### config.mk
export PLATFORM = sky130hd
export DESIGN_NAME = sertx_core
export DESIGN_NICKNAME = d
export VERILOG_FILES = /design/src/rtl/sertx_pkg.sv /design/src/rtl/sertx_bittimer.sv /design/src/rtl/sertx_shifter.sv /design/src/rtl/sertx_ctrl.sv /design/src/rtl/sertx_core.sv
export SDC_FILE = /design/constraint.sdc
export NUM_CORES = 1
export LEC_CHECK = 0
export ABC_AREA = 1
export BUFFER_PORTS_ARGS = -buffer_cell sky130_fd_sc_hd__buf_2
export CORE_UTILIZATION = 49
export CTS_CLUSTER_SIZE = 40
export DETAILED_ROUTE_END_ITERATION = 6
export MAX_ROUTING_LAYER = met4
export PLACE_DENSITY_LB_ADDON = 0.2
export SYNTH_ARGS = -nofsm -noshare
export SYNTH_HDL_FRONTEND = slang
export SYNTH_SLANG_ARGS = --single-unit
### constraint.sdc
create_clock -name clk -period 3.2 [get_ports clk]
set_input_delay 0.16 -clock clk [delete_from_list [all_inputs] [get_ports clk]]
set_output_delay 0.16 -clock clk [all_outputs]
set_load 0.01 [all_outputs]
### src/rtl/sertx_pkg.sv
package sertx_pkg;

    typedef enum logic [2:0] {
        S_OFF,
        S_WAIT,
        S_PRE,
        S_DATA,
        S_BRK,
        S_MARK,
        S_QIDLE
    } tx_state_t;

    typedef enum logic [1:0] {
        PAT_ONES,
        PAT_ZEROS,
        PAT_DATA,
        PAT_MARK
    } pat_t;

endpackage

### src/rtl/sertx_bittimer.sv
module sertx_bittimer #(
    parameter int TICKS_PER_BIT = 16
) (
    input  logic clk,
    input  logic rst_n,
    input  logic restart,
    input  logic baud_tick,
    output logic bit_end
);
    localparam int CW = $clog2(TICKS_PER_BIT);
    localparam logic [CW-1:0] LAST = CW'(TICKS_PER_BIT - 1);

    logic [CW-1:0] cnt;

    always_ff @(posedge clk) begin
        if (!rst_n) begin
            cnt <= '0;
        end else if (restart) begin
            cnt <= '0;
        end else if (baud_tick) begin
            cnt <= (cnt == LAST) ? '0 : cnt + 1'b1;
        end
    end

    assign bit_end = baud_tick && (cnt == LAST);

endmodule

### src/rtl/sertx_shifter.sv
module sertx_shifter
    import sertx_pkg::*;
#(
    parameter int DATA_MAX = 9
) (
    input  logic                clk,
    input  logic                rst_n,
    input  logic                load,
    input  pat_t                pat,
    input  logic                long_char,
    input  logic [DATA_MAX-1:0] data,
    input  logic                bit_end,
    output logic                txd,
    output logic                char_done
);
    localparam int SR_W = DATA_MAX + 2;
    localparam int LW   = $clog2(SR_W + 1);
    localparam logic [LW-1:0] LEN_LONG  = LW'(SR_W);
    localparam logic [LW-1:0] LEN_SHORT = LW'(SR_W - 1);

    logic [SR_W-1:0] sr;
    logic [SR_W-1:0] sr_load;
    logic [LW-1:0]   left;
    logic [LW-1:0]   len_load;

    always_comb begin
        len_load = long_char ? LEN_LONG : LEN_SHORT;
        unique case (pat)
            PAT_ONES:  sr_load = '1;
            PAT_ZEROS: sr_load = '0;
            PAT_DATA:  sr_load = long_char ? {1'b1, data, 1'b0}
                                           : {2'b11, data[DATA_MAX-2:0], 1'b0};
            PAT_MARK: begin
                sr_load  = '1;
                len_load = LW'(1);
            end
            default:   sr_load = '1;
        endcase
    end

    always_ff @(posedge clk) begin
        if (!rst_n) begin
            sr   <= '1;
            left <= '0;
        end else if (load) begin
            sr   <= sr_load;
            left <= len_load;
        end else if (bit_end && left != '0) begin
            sr   <= {1'b1, sr[SR_W-1:1]};
            left <= left - 1'b1;
        end
    end

    assign txd       = sr[0];
    assign char_done = bit_end && (left == LW'(1));

endmodule

### src/rtl/sertx_ctrl.sv
module sertx_ctrl
    import sertx_pkg::*;
(
    input  logic      clk,
    input  logic      rst_n,
    input  logic      tx_en,
    input  logic      brk_req,
    input  logic      buf_full,
    input  logic      char_done,
    output tx_state_t state,
    output logic      load,
    output pat_t      pat,
    output logic      take_buf
);
    tx_state_t nxt;
    tx_state_t pick;
    logic      idle_q;
    logic      en_d;
    logic      busy;

    function automatic logic is_char(tx_state_t s);
        return (s == S_PRE) || (s == S_DATA) || (s == S_BRK) ||
               (s == S_MARK) || (s == S_QIDLE);
    endfunction

    // state register
    always_ff @(posedge clk) begin
        if (!rst_n) begin
            state <= S_OFF;
        end else begin
            state <= nxt;
        end
    end

    // next-state decision
    always_comb begin
        if (!tx_en) begin
            pick = S_OFF;
        end else if (idle_q) begin
            pick = S_QIDLE;
        end else if (brk_req) begin
            pick = S_BRK;
        end else if (buf_full) begin
            pick = S_DATA;
        end else begin
            pick = S_WAIT;
        end

        nxt = state;
        unique case (state)
            S_OFF:   if (tx_en) nxt = S_PRE;
            S_WAIT:  nxt = pick;
            S_PRE, S_DATA, S_MARK, S_QIDLE: if (char_done) nxt = pick;
            S_BRK:   if (char_done) nxt = (brk_req && tx_en) ? S_BRK : S_MARK;
            default: nxt = S_OFF;
        endcase
    end

    // outputs to shifter and buffer
    always_comb begin
        busy     = is_char(state);
        load     = is_char(nxt) && ((nxt != state) || char_done);
        take_buf = load && (nxt == S_DATA);
        unique case (nxt)
            S_BRK:   pat = PAT_ZEROS;
            S_DATA:  pat = PAT_DATA;
            S_MARK:  pat = PAT_MARK;
            default: pat = PAT_ONES;
        endcase
    end

    // queued idle after enable toggle during a character
    always_ff @(posedge clk) begin
        if (!rst_n) begin
            idle_q <= 1'b0;
            en_d   <= 1'b0;
        end else begin
            en_d <= tx_en;
            if ((load && nxt == S_QIDLE) || nxt == S_OFF) begin
                idle_q <= 1'b0;
            end else if (busy && tx_en && !en_d) begin
                idle_q <= 1'b1;
            end
        end
    end

endmodule

### src/rtl/sertx_core.sv
module sertx_core
    import sertx_pkg::*;
#(
    parameter int DATA_MAX      = 9,
    parameter int TICKS_PER_BIT = 16
) (
    input  logic                clk,
    input  logic                rst_n,
    input  logic                wr_en,
    input  logic [DATA_MAX-1:0] wr_data,
    input  logic                tx_en,
    input  logic                brk_req,
    input  logic                long_char,
    input  logic                tie,
    input  logic                baud_tick,
    output logic                txd,
    output logic                tx_empty,
    output logic                irq
);
    logic [DATA_MAX-1:0] buf_data;
    logic                buf_full;
    logic                load;
    logic                take_buf;
    logic                bit_end;
    logic                char_done;
    pat_t                pat;
    tx_state_t           fsm_state;

    always_ff @(posedge clk) begin
        if (!rst_n) begin
            buf_full <= 1'b0;
            buf_data <= '0;
        end else if (wr_en) begin
            buf_full <= 1'b1;
            buf_data <= wr_data;
        end else if (take_buf) begin
            buf_full <= 1'b0;
        end
    end

    assign tx_empty = !buf_full;
    assign irq      = tx_empty && tie;

    sertx_ctrl u_ctrl (
        .clk       (clk),
        .rst_n     (rst_n),
        .tx_en     (tx_en),
        .brk_req   (brk_req),
        .buf_full  (buf_full),
        .char_done (char_done),
        .state     (fsm_state),
        .load      (load),
        .pat       (pat),
        .take_buf  (take_buf)
    );

    sertx_bittimer #(.TICKS_PER_BIT(TICKS_PER_BIT)) u_timer (
        .clk       (clk),
        .rst_n     (rst_n),
        .restart   (load),
        .baud_tick (baud_tick),
        .bit_end   (bit_end)
    );

    sertx_shifter #(.DATA_MAX(DATA_MAX)) u_shift (
        .clk       (clk),
        .rst_n     (rst_n),
        .load      (load),
        .pat       (pat),
        .long_char (long_char),
        .data      (buf_data),
        .bit_end   (bit_end),
        .txd       (txd),
        .char_done (char_done)
    );

endmodule

==> metrics.yaml, run 1 <==
syn2layout_area_growth_pct: 8.53
numCtsBuffers: 5
yosysWarnings: 0
power_leakage_nw: 1.22
htreeDepth: 2
period_needed_ns: 2.60
cts_resized: 0
dr.first_iter.drc_count: 79
clock_path_buffers: 2
synth_nets: 341
outcome: "finished clean"
antenna_found_initial: 0
path_clk_slew_ns: 0.07
met3WireLength_um: 99
synth.area.mux_share: 0.00484
finalHoldViolCount: 0
die_h_um: 67.0
gp_congestion: 0.825
final.setup.tns_ns: 0
cts_root_buf: "clkbuf_8"
crit_required_ns: 3.35
synthSimpleGateAreaFrac: 0.420
yosys.area_share.adder: 0.0242
rrSetupSlack_ns: 0.60
ys_seq_area_frac: 0.329
final_common_cell: "nand2_1"
syn_inst: 320
n_antenna_cell: 0
met2_wirelength_um: 1980
synth_cell_types: 31
grt_max_degree: 29
drc: 0
firstDrtPassIters: 4
pwr_density_cell_nw_per_um2: 411
r2r_end: "u_shift.sr[5]"
synthesis.area_um2: 2070
initial_core_util: 0.513
finClkSkew_ns: 0.00534
r2r-start: "u_shift.left[1]"
holdCritPathClass: "input port to register"
crit_fanout: 14
drt-met1-wl_um: 2020
ant_nets: 0
drive_gt1_frac: 0.179
cts_setup_buffers: 0
avgSynthCellArea_um2: 6.46
rows: 23
criticalPathCategory: "register to register"
top_layer: "met4"
grt_setup_unrepaired: "no"
routed_wl_um: 4170
peakVddDrop_uv: 210
gr-total-overflow: 0
tightest_slew_ns: 0.456
wl_per_cell_um: 10.8
yosysTopAreaCellShare: 0.329
chipWidth_um: 67.0
grt_pass1_vias: 1784
vias: 1915
cts_num_sinks: 34
nNetsFinal: 357
setup_violations: 0
cts_tree: "yes"
grt_pass1_wl_um: 7410
worst_hold_slack_ns: 0.0988
clk_latency_ns: 0.28
slew_violations: 0
dieArea_um2: 4480
core_area_um2: 4030
cts_hold_buffers: 0
min_period_over_period: 0.813
dp_hpwl_um: 3090
synthTopCellsByArea: "dfxtp_1 (33%), nand2_1 (17%), nand3_1 (7.5%)"
maxCapViolCount: 0
setup_slack_ns: 0.598
fmax_ghz: 0.384
final_cell_mix: "nand2_1 (94), nor2_1 (37), dfxtp_1 (34), inv_1 (33), nand3_1 (31)"
r2r_cells: 17
synthXorXnorAreaFrac: 0.00847
cp-start-kind: "register"
io_pins: 20
ys_seq_elements: 34
hold_depth: 3
grtUsageTotal: 0.222
synth_top_family_by_area: "simple AND/OR/NAND/NOR gates"
min_to: "buf_data[7]"
vias_per_cell: 4.96
worst_setup_path_end_kind: "register"
io_buffer_count: 19
dp_slack_ns: 0.625
arrival_ns: 2.75
synth_compound_area_frac: 0.101
yosys.area.top_type: "dfxtp_1"
max_slew_margin: 0.694
worstHoldStart: "wr_data[7]"
## stage by stage
step | utilization | total power (W) | std cells | cell area [um2]
4_1_cts | 0.557 | 0.000934 | 386 | 2240
5_1_grt | 0.557 | 0.000979 | 386 | 2240
3_5_place_dp | 0.538 | 0.000640 | 379 | 2170
6_report | 0.557 | 0.000923 | 386 | 2240
3_3_place_gp | 0.538 | 0.000637 | 379 | 2170
2_1_floorplan | - | 0.000607 | 320 | 2070
## Yosys cell counts (all sizes together)
library cell,number
nand2,104
inv,43
nor2,39
nand3,37
dfxtp,34
o21ai,27
a21oi,7
buf,7
clkbuf,4
ha,4
nor3,4
nand4,2
xor2,2
a41oi,1
clkinv,1
mux2i,1
nand3b,1
o21bai,1
or2,1
## worst max-delay path by stage
stage	startpoint	to	slack, ns
3_3_place_gp	u_shift.left[1]	u_shift.sr[6]	0.72
2_1_floorplan	u_shift.left[1]	u_shift.sr[1]	0.82
5_1_grt	u_shift.left[1]	u_shift.sr[6]	0.24
3_5_place_dp	u_shift.left[1]	u_shift.sr[9]	0.62
4_1_cts	u_shift.left[1]	u_shift.sr[5]	0.61
6_report	u_shift.left[1]	u_shift.sr[5]	0.60
## kinds of logic (layout without fill, tap and decap cells)
logic type,Yosys count,after routing
buffers and inverters,55,71
XOR/XNOR,2,2
multiplexers,1,1
AO/OA/AOI/OAI,36,36
flip-flops,34,34
AND/OR/NAND/NOR,188,188
adder cells (fa/ha/maj),4,4
## state kept, by name, summed over array words and instances, names as in the netlist
register,cells
buf_full,1
buf_data,9
u_ctrl.idle_q,1
u_timer.cnt,4
u_shift.left,4
u_ctrl.state,3
u_ctrl.en_d,1
u_shift.sr,11
## worst max-delay path, stage by stage (launching register included)
cell     delay [ns]
dfxtp_1        0.30
inv_1          0.11
ha_1           0.19
inv_1          0.04
nor2_1         0.16
nand2_1        0.10
nand2_1        0.09
nand2_1        0.08
a21oi_2        0.14
nand2_1        0.26
nand2_1        0.16
inv_1          0.05
ha_1           0.44
nand2_1        0.10
nand2_1        0.07
nand2_1        0.06
nand2_1        0.06
nand3_1        0.06
## layer usage
| layer | vias to the layer above | GRT usage |
|---|---|---|
| li1 | 1031 | - |
| met4 | 0 | 0.0745 |
| met5 | - | - |
| met2 | 19 | 0.380 |
| met1 | 858 | 0.256 |
| met3 | 7 | 0.0462 |
## layout make-up
cell class / count / area (um2)
inverters: 44 / 165
multi-input cells: 231 / 1150
clock inverters: 2 / 10.0
flip-flops and latches: 34 / 681
fillers: 427 / 1780
repair buffers: 20 / 103
well taps: 50 / 62.6
clock buffers: 5 / 68.8
## where the power goes
part	internal, W	switching (W)	total, W
clock	0.000146	0.000147	0.000293
combinational	0.0000588	0.000104	0.000163
sequential	0.000452	0.0000149	0.000467
total	0.000657	0.000266	0.000923
Note: power is estimated with default switching activity, not from simulation.
==> run 2, diff against run 1 <==
==> constraint.sdc (replaced) <==
create_clock -name clk -period 2.5 [get_ports clk]
set_input_delay 0.125 -clock clk [delete_from_list [all_inputs] [get_ports clk]]
set_output_delay 0.125 -clock clk [all_outputs]
set_load 0.01 [all_outputs]
==> metrics.yaml, run 2 (synthesis results as in run 1) <==
io_buffer_count: 19  # unchanged
finClkSkew_ns: 0.00569  # +0.000349 ns
grt_pass1_vias: 1834  # +2.8%
path_clk_slew_ns: 0.07  # about the same
setup_violations: 0  # unchanged
clock_path_buffers: 2  # unchanged
r2r_cells: 18  # +1
min_period_over_period: 0.898  # +0.0847
regMostFlops: "u_shift.sr"
hold_depth: 3  # unchanged
nNetsFinal: 361  # +1.1%
syn2layout_area_growth_pct: 10.7
dp_hpwl_um: 3040  # -1.4%
final.setup.tns_ns: 0  # unchanged
stdcell_area_um2: 2290  # +2.0%
routed_wl_um: 4270  # +2.2%
grt_max_degree: 29  # unchanged
grtUsageTotal: 0.232  # +0.00956
outcome: "finished clean"
vias_per_cell: 4.94  # -0.35%
firstDrtPassIters: 4  # unchanged
antenna_found_initial: 0  # unchanged
pwr_density_cell_nw_per_um2: 520  # +26%
slowest_delay_ns: 0.36  # -0.08 ns
final_cell_mix: "nand2_1 (93), nor2_1 (37), dfxtp_1 (34), inv_1 (33), nand3_1 (31)"
r2r-start: "u_timer.cnt[0]"
finalHoldViolCount: 0  # unchanged
dr.first_iter.drc_count: 55  # -30%
peakVddDrop_uv: 318  # +51%
cp-start-kind: "register"
maxCapViolCount: 0  # unchanged
criticalPathCategory: "register to register"
dpl_cell_area_um2: 2200  # +1.4%
clk_latency_ns: 0.29  # about the same
final_common_cell: "nand2_1"
drc: 0  # unchanged
holdCritPathClass: "input port to register"
dieArea_um2: 4480  # unchanged
crit_required_ns: 2.65  # -0.70 ns
wl_per_cell_um: 10.9  # +1.2%
htreeDepth: 2  # unchanged
cp_slowest_cell: "dfxtp_1"
max_slew_margin: 0.681  # -0.0126
core_area_um2: 4030  # unchanged
crit_top_cell: "nand2_1"
io_pins: 20  # unchanged
min_to: "buf_data[3]"
n_antenna_cell: 0  # unchanged
ant_nets: 0  # unchanged
cts_root_buf: "clkbuf_8"
worstHoldStart: "wr_data[3]"
cts_tree: "yes"
arrival_ns: 2.39  # -0.36 ns
gp_congestion: 0.841  # +2.0%
rrSetupSlack_ns: 0.26  # -0.34 ns
slew_violations: 0  # unchanged
crit_chain: "ha_1 -> nand2_2 -> inv_2 -> nand2_2 -> nor2_4 -> nand2_2 -> nand3_4 -> nand2_4 -> nand2_1 -> nand2_2 -> nand2_1 -> inv_1 -> ha_4 -> nand2_1 -> nand2_1 -> nand2_1 -> nand2_1 -> nand3_1"
fmax_ghz: 0.446  # +16%
power_leakage_nw: 1.23  # +0.89%
period_needed_ns: 2.24  # -0.357 ns
crit_fanout: 14  # unchanged
drive_gt1_frac: 0.188  # +0.00966
gr-total-overflow: 0  # unchanged
vias: 1928  # +0.68%
cts_setup_buffers: 0  # unchanged
grt_setup_unrepaired: "no"
r2r_end: "u_shift.sr[5]"
largest_register_ffs: 11  # unchanged
numCtsBuffers: 5  # unchanged
reg_top3: "u_shift.sr x11, buf_data x9"
tightest_slew_ns: 0.478  # +0.0219 ns
cts_num_sinks: 34  # unchanged
initial_core_util: 0.513  # unchanged
chipWidth_um: 67.0  # unchanged
die_h_um: 67.0  # unchanged
grt_pass1_wl_um: 7560  # +2.1%
worst_setup_path_end_kind: "register"
rows: 23  # unchanged
==> run 2: layer usage <==
layer | routed length, um | GRT usage
met3 | 98 | 0.0514
met4 | 80 | 0.0904
met1 | 2100 | 0.253
met2 | 1980 | 0.405
met5 | 0 | -
==> run 2: how the worst max path moves through the flow <==
stage	from	to	slack, ns	cells after the start
detailed placement	u_timer.cnt[0]	u_shift.sr[5]	0.12	18
finish	u_timer.cnt[0]	u_shift.sr[5]	0.26	18
global route	u_shift.left[1]	u_shift.sr[5]	0.02	15
global placement	u_timer.cnt[0]	u_shift.sr[1]	0.20	18
floorplan	u_shift.left[1]	u_shift.sr[1]	0.12	19
CTS	u_timer.cnt[0]	u_shift.sr[5]	0.09	18
==> run 2: final cells by class <==
class	count	area [um2]
Tap cell	50	62.6
Timing Repair Buffer	24	133
Clock buffer	7	76.3
Sequential cell	34	681
Multi-Input combinational cell	231	1170
Inverter	44	168
Fill cell	410	1740
==> run 2: repair_timing <==
action / 4_1_cts / 5_1_grt
hold buffers: 0 / 0
endpoints found under the setup margin: 0 / 11
resized for setup: 0 / 4
==> run 2: per-stage QoR <==
| stage | total power, W | std cells | setup WS, ns | utilization | hold slack, ns |
|---|---|---|---|---|---|
| after floorplan | 0.000777 | 320 | 0.117 | - | 0.218 |
| after global placement | 0.000822 | 383 | 0.202 | 0.545 | 0.347 |
| after detailed placement | 0.000825 | 383 | 0.117 | 0.545 | 0.351 |
| after CTS | 0.00121 | 390 | 0.0924 | 0.564 | 0.0515 |
| after global routing | 0.00127 | 390 | 0.0186 | 0.568 | 0.0570 |
| final | 0.00119 | 390 | 0.256 | 0.568 | 0.0631 |
==> run 2: critical path: cells and delay by family (launching register included) <==
| family | cells | cell delay (ns) |
|---|---|---|
| buffers and inverters | 2 | 0.13 |
| adders and majority gates | 2 | 0.51 |
| and+or+nand+nor | 14 | 1.10 |
| DFF | 1 | 0.36 |
==> run 2: power by group <==
group	internal, W	switching, W	leakage [nW]
combinational	0.0000807	0.000136	0.909
clock	0.000191	0.000184	0.0383
sequential	0.000579	0.0000192	0.280
total	0.000851	0.000339	1.23
==> run 3, diff against run 2 <==
--- a/config.mk
+++ b/config.mk
@@ -5,7 +5,6 @@
 export SDC_FILE = /design/constraint.sdc
 export NUM_CORES = 1
 export LEC_CHECK = 0
-export ABC_AREA = 1
 export BUFFER_PORTS_ARGS = -buffer_cell sky130_fd_sc_hd__buf_2
 export CORE_UTILIZATION = 49
 export CTS_CLUSTER_SIZE = 40
==> metrics.yaml, run 3 <==
dieArea_um2: 4170  # -7.1%
min_period_over_period: 0.927  # +0.0293
die_h_um: 64.5  # -3.6%
period_needed_ns: 2.32  # +0.0732 ns
crit_required_ns: 2.71  # +0.06 ns
final_common_cell: "dfxtp_1"
finClkSkew_ns: 0.00717  # +0.00148 ns
dp_hpwl_um: 2420  # -20%
ys_seq_elements: 34  # unchanged
path_clk_slew_ns: 0.07  # about the same
syn_inst: 213  # -33%
avgSynthCellArea_um2: 9.00  # +39%
synth_nets: 234  # -31%
grt_max_degree: 40  # +38%
yosysMostFrequentCell: "dfxtp_1"
drive_gt1_frac: 0.251  # +0.0628
synth_edf_count: 0  # unchanged
setup_violations: 0  # unchanged
rows: 22  # -4.3%
peakVddDrop_uv: 317  # -0.25%
power_w: 0.00119  # +0.25%
io_pins: 20  # unchanged
gr-total-overflow: 0  # unchanged
arrival_ns: 2.53  # +0.14 ns
synthesis.area_um2: 1920  # -7.3%
grt_pass1_vias: 1392  # -24%
finalHoldViolCount: 0  # unchanged
cp-start-kind: "register"
cts_tree: "yes"
ant_nets: 0  # unchanged
n_antenna_cell: 0  # unchanged
yosys.area.top_type: "dfxtp_1"
yosysTopAreaCellShare: 0.355  # +0.0260
core_area_um2: 3720  # -7.8%
final.setup.tns_ns: 0  # unchanged
cts_hold_buffers: 0  # unchanged
numCtsBuffers: 5  # unchanged
pwr_density_cell_nw_per_um2: 548  # +5.5%
initial_core_util: 0.516  # +0.00247
vias_per_cell: 5.41  # +9.4%
chipWidth_um: 64.5  # -3.6%
grt_setup_unrepaired: "no"
firstDrtPassIters: 4  # unchanged
routed_wl_um: 3570  # -16%
tightest_slew_ns: 0.578  # +0.100 ns
wl_per_cell_um: 12.6  # +15%
regMostFlops: "u_shift.sr"
outcome: "finished clean"
power_leakage_nw: 0.894  # -27%
htreeDepth: 2  # unchanged
largest_register_ffs: 11  # unchanged
drc: 0  # unchanged
io_buffer_count: 19  # unchanged
slew_violations: 0  # unchanged
reg_top3: "u_shift.sr x11, buf_data x9"
holdCritPathClass: "input port to register"
ys_seq_area_frac: 0.355  # +0.0260
maxCapViolCount: 0  # unchanged
final_cell_mix: "dfxtp_1 (32), nand2_1 (26), mux2i_1 (21), buf_2 (19)"
synthTopCellsByArea: "dfxtp_1 (36%), mux2i_1 (11%), nand2_1 (5.1%)"
ys_async_sr_fraction: 0  # unchanged
fmax_ghz: 0.431  # -3.2%
syn2layout_area_growth_pct: 13.5
gp_congestion: 0.852  # +1.3%
vias: 1530  # -21%
synth_common_cells: "dfxtp_1 (34), nand2_1 (26), mux2i_1 (21), nor2_1 (12), nor2b_1 (12)"
cts_num_sinks: 34  # unchanged
crit_fanout: 10  # -4
clock_path_buffers: 2  # unchanged
synthFlopType: "dfxtp_1"
grtUsageTotal: 0.196  # -0.0352
max_slew_margin: 0.615  # -0.0668
dr.first_iter.drc_count: 133  # +140%
worst_setup_path_end_kind: "register"
grt_pass1_wl_um: 6170  # -18%
nNetsFinal: 255  # -29%
yosysWarnings: 0  # unchanged
clk_latency_ns: 0.28  # about the same
criticalPathCategory: "register to register"
cts_root_buf: "clkbuf_8"
synth_cell_types: 48  # +55%
antenna_found_initial: 0  # unchanged
[run 3: final timing paths]
path	end	slack [ns]	depth (start not counted)	start
worst min register to register	u_shift.sr[5]	0.47	2	buf_data[4]
worst max register to register	u_shift.sr[7]	0.18	9	u_timer.cnt[0]
worst max-delay path	u_shift.sr[7]	0.18	9	u_timer.cnt[0]
worst min-delay path	buf_data[5]	0.1	3	wr_data[5]
[run 3: what timing repair did]
| action | CTS | global route |
|---|---|---|
| endpoints found under the hold margin | 0 | 0 |
| endpoints found under the setup margin | 0 | 10 |
| setup buffers | 0 | 1 |
| gates resized for setup | 0 | 7 |
[run 3: where the power goes]
part	internal (W)	leakage (nW)	switching, W
combinational	0.0000871	0.566	0.000104
clock	0.000222	0.0482	0.000190
sequential	0.000570	0.279	0.0000189
total	0.000879	0.894	0.000314
[run 3: area by class of cell]
type                       count  area (um2)
clock buffer                   7        86.3
multi-input combinational    160        1150
tap                           48        60.1
fill                         367        1540
clock inverter                 1        5.00
timing repair buffer          27         168
sequential                    34         683
inverter                       6        22.5
[run 3: logic make-up after synthesis]
kind of cell	synth area share
AND/OR/NAND/NOR	0.260
AO/OA/AOI/OAI	0.170
flip-flops	0.355
multiplexers	0.110
buffers and inverters	0.0607
XOR/XNOR	0.0183
adder cells (fa/ha/maj)	0.0261
[run 3: metal layers]
layer	vias up	part of all wire	global-route usage
met5	-	0	-
met4	0	0.011	0.0722
met3	5	0.051	0.0599
met2	29	0.47	0.300
met1	700	0.47	0.243
li1	796	-	-
[run 3: worst max-delay path, stage by stage, from the launching register on]
cell and delay, ns:
dfxtp_2 0.37, ha_2 0.21, and4_4 0.27, nand3_4 0.11
a41o_4 0.29, a221oi_4 0.27, ha_1 0.30, a21oi_4 0.18
nor2_8 0.08, a31oi_1 0.16
[run 3: stage by stage]
stage	utilization	setup slack (ns)	instance area, um2	instances	hold WS, ns
finish	0.586	0.182	2180	283	0.0955
global route	0.586	0.0219	2180	283	0.0879
CTS	0.576	0.0108	2140	282	0.0862
detailed placement	0.552	0.0491	2050	274	0.390
global placement	0.552	0.128	2050	274	0.379
floorplan	-	0.125	1920	213	0.289
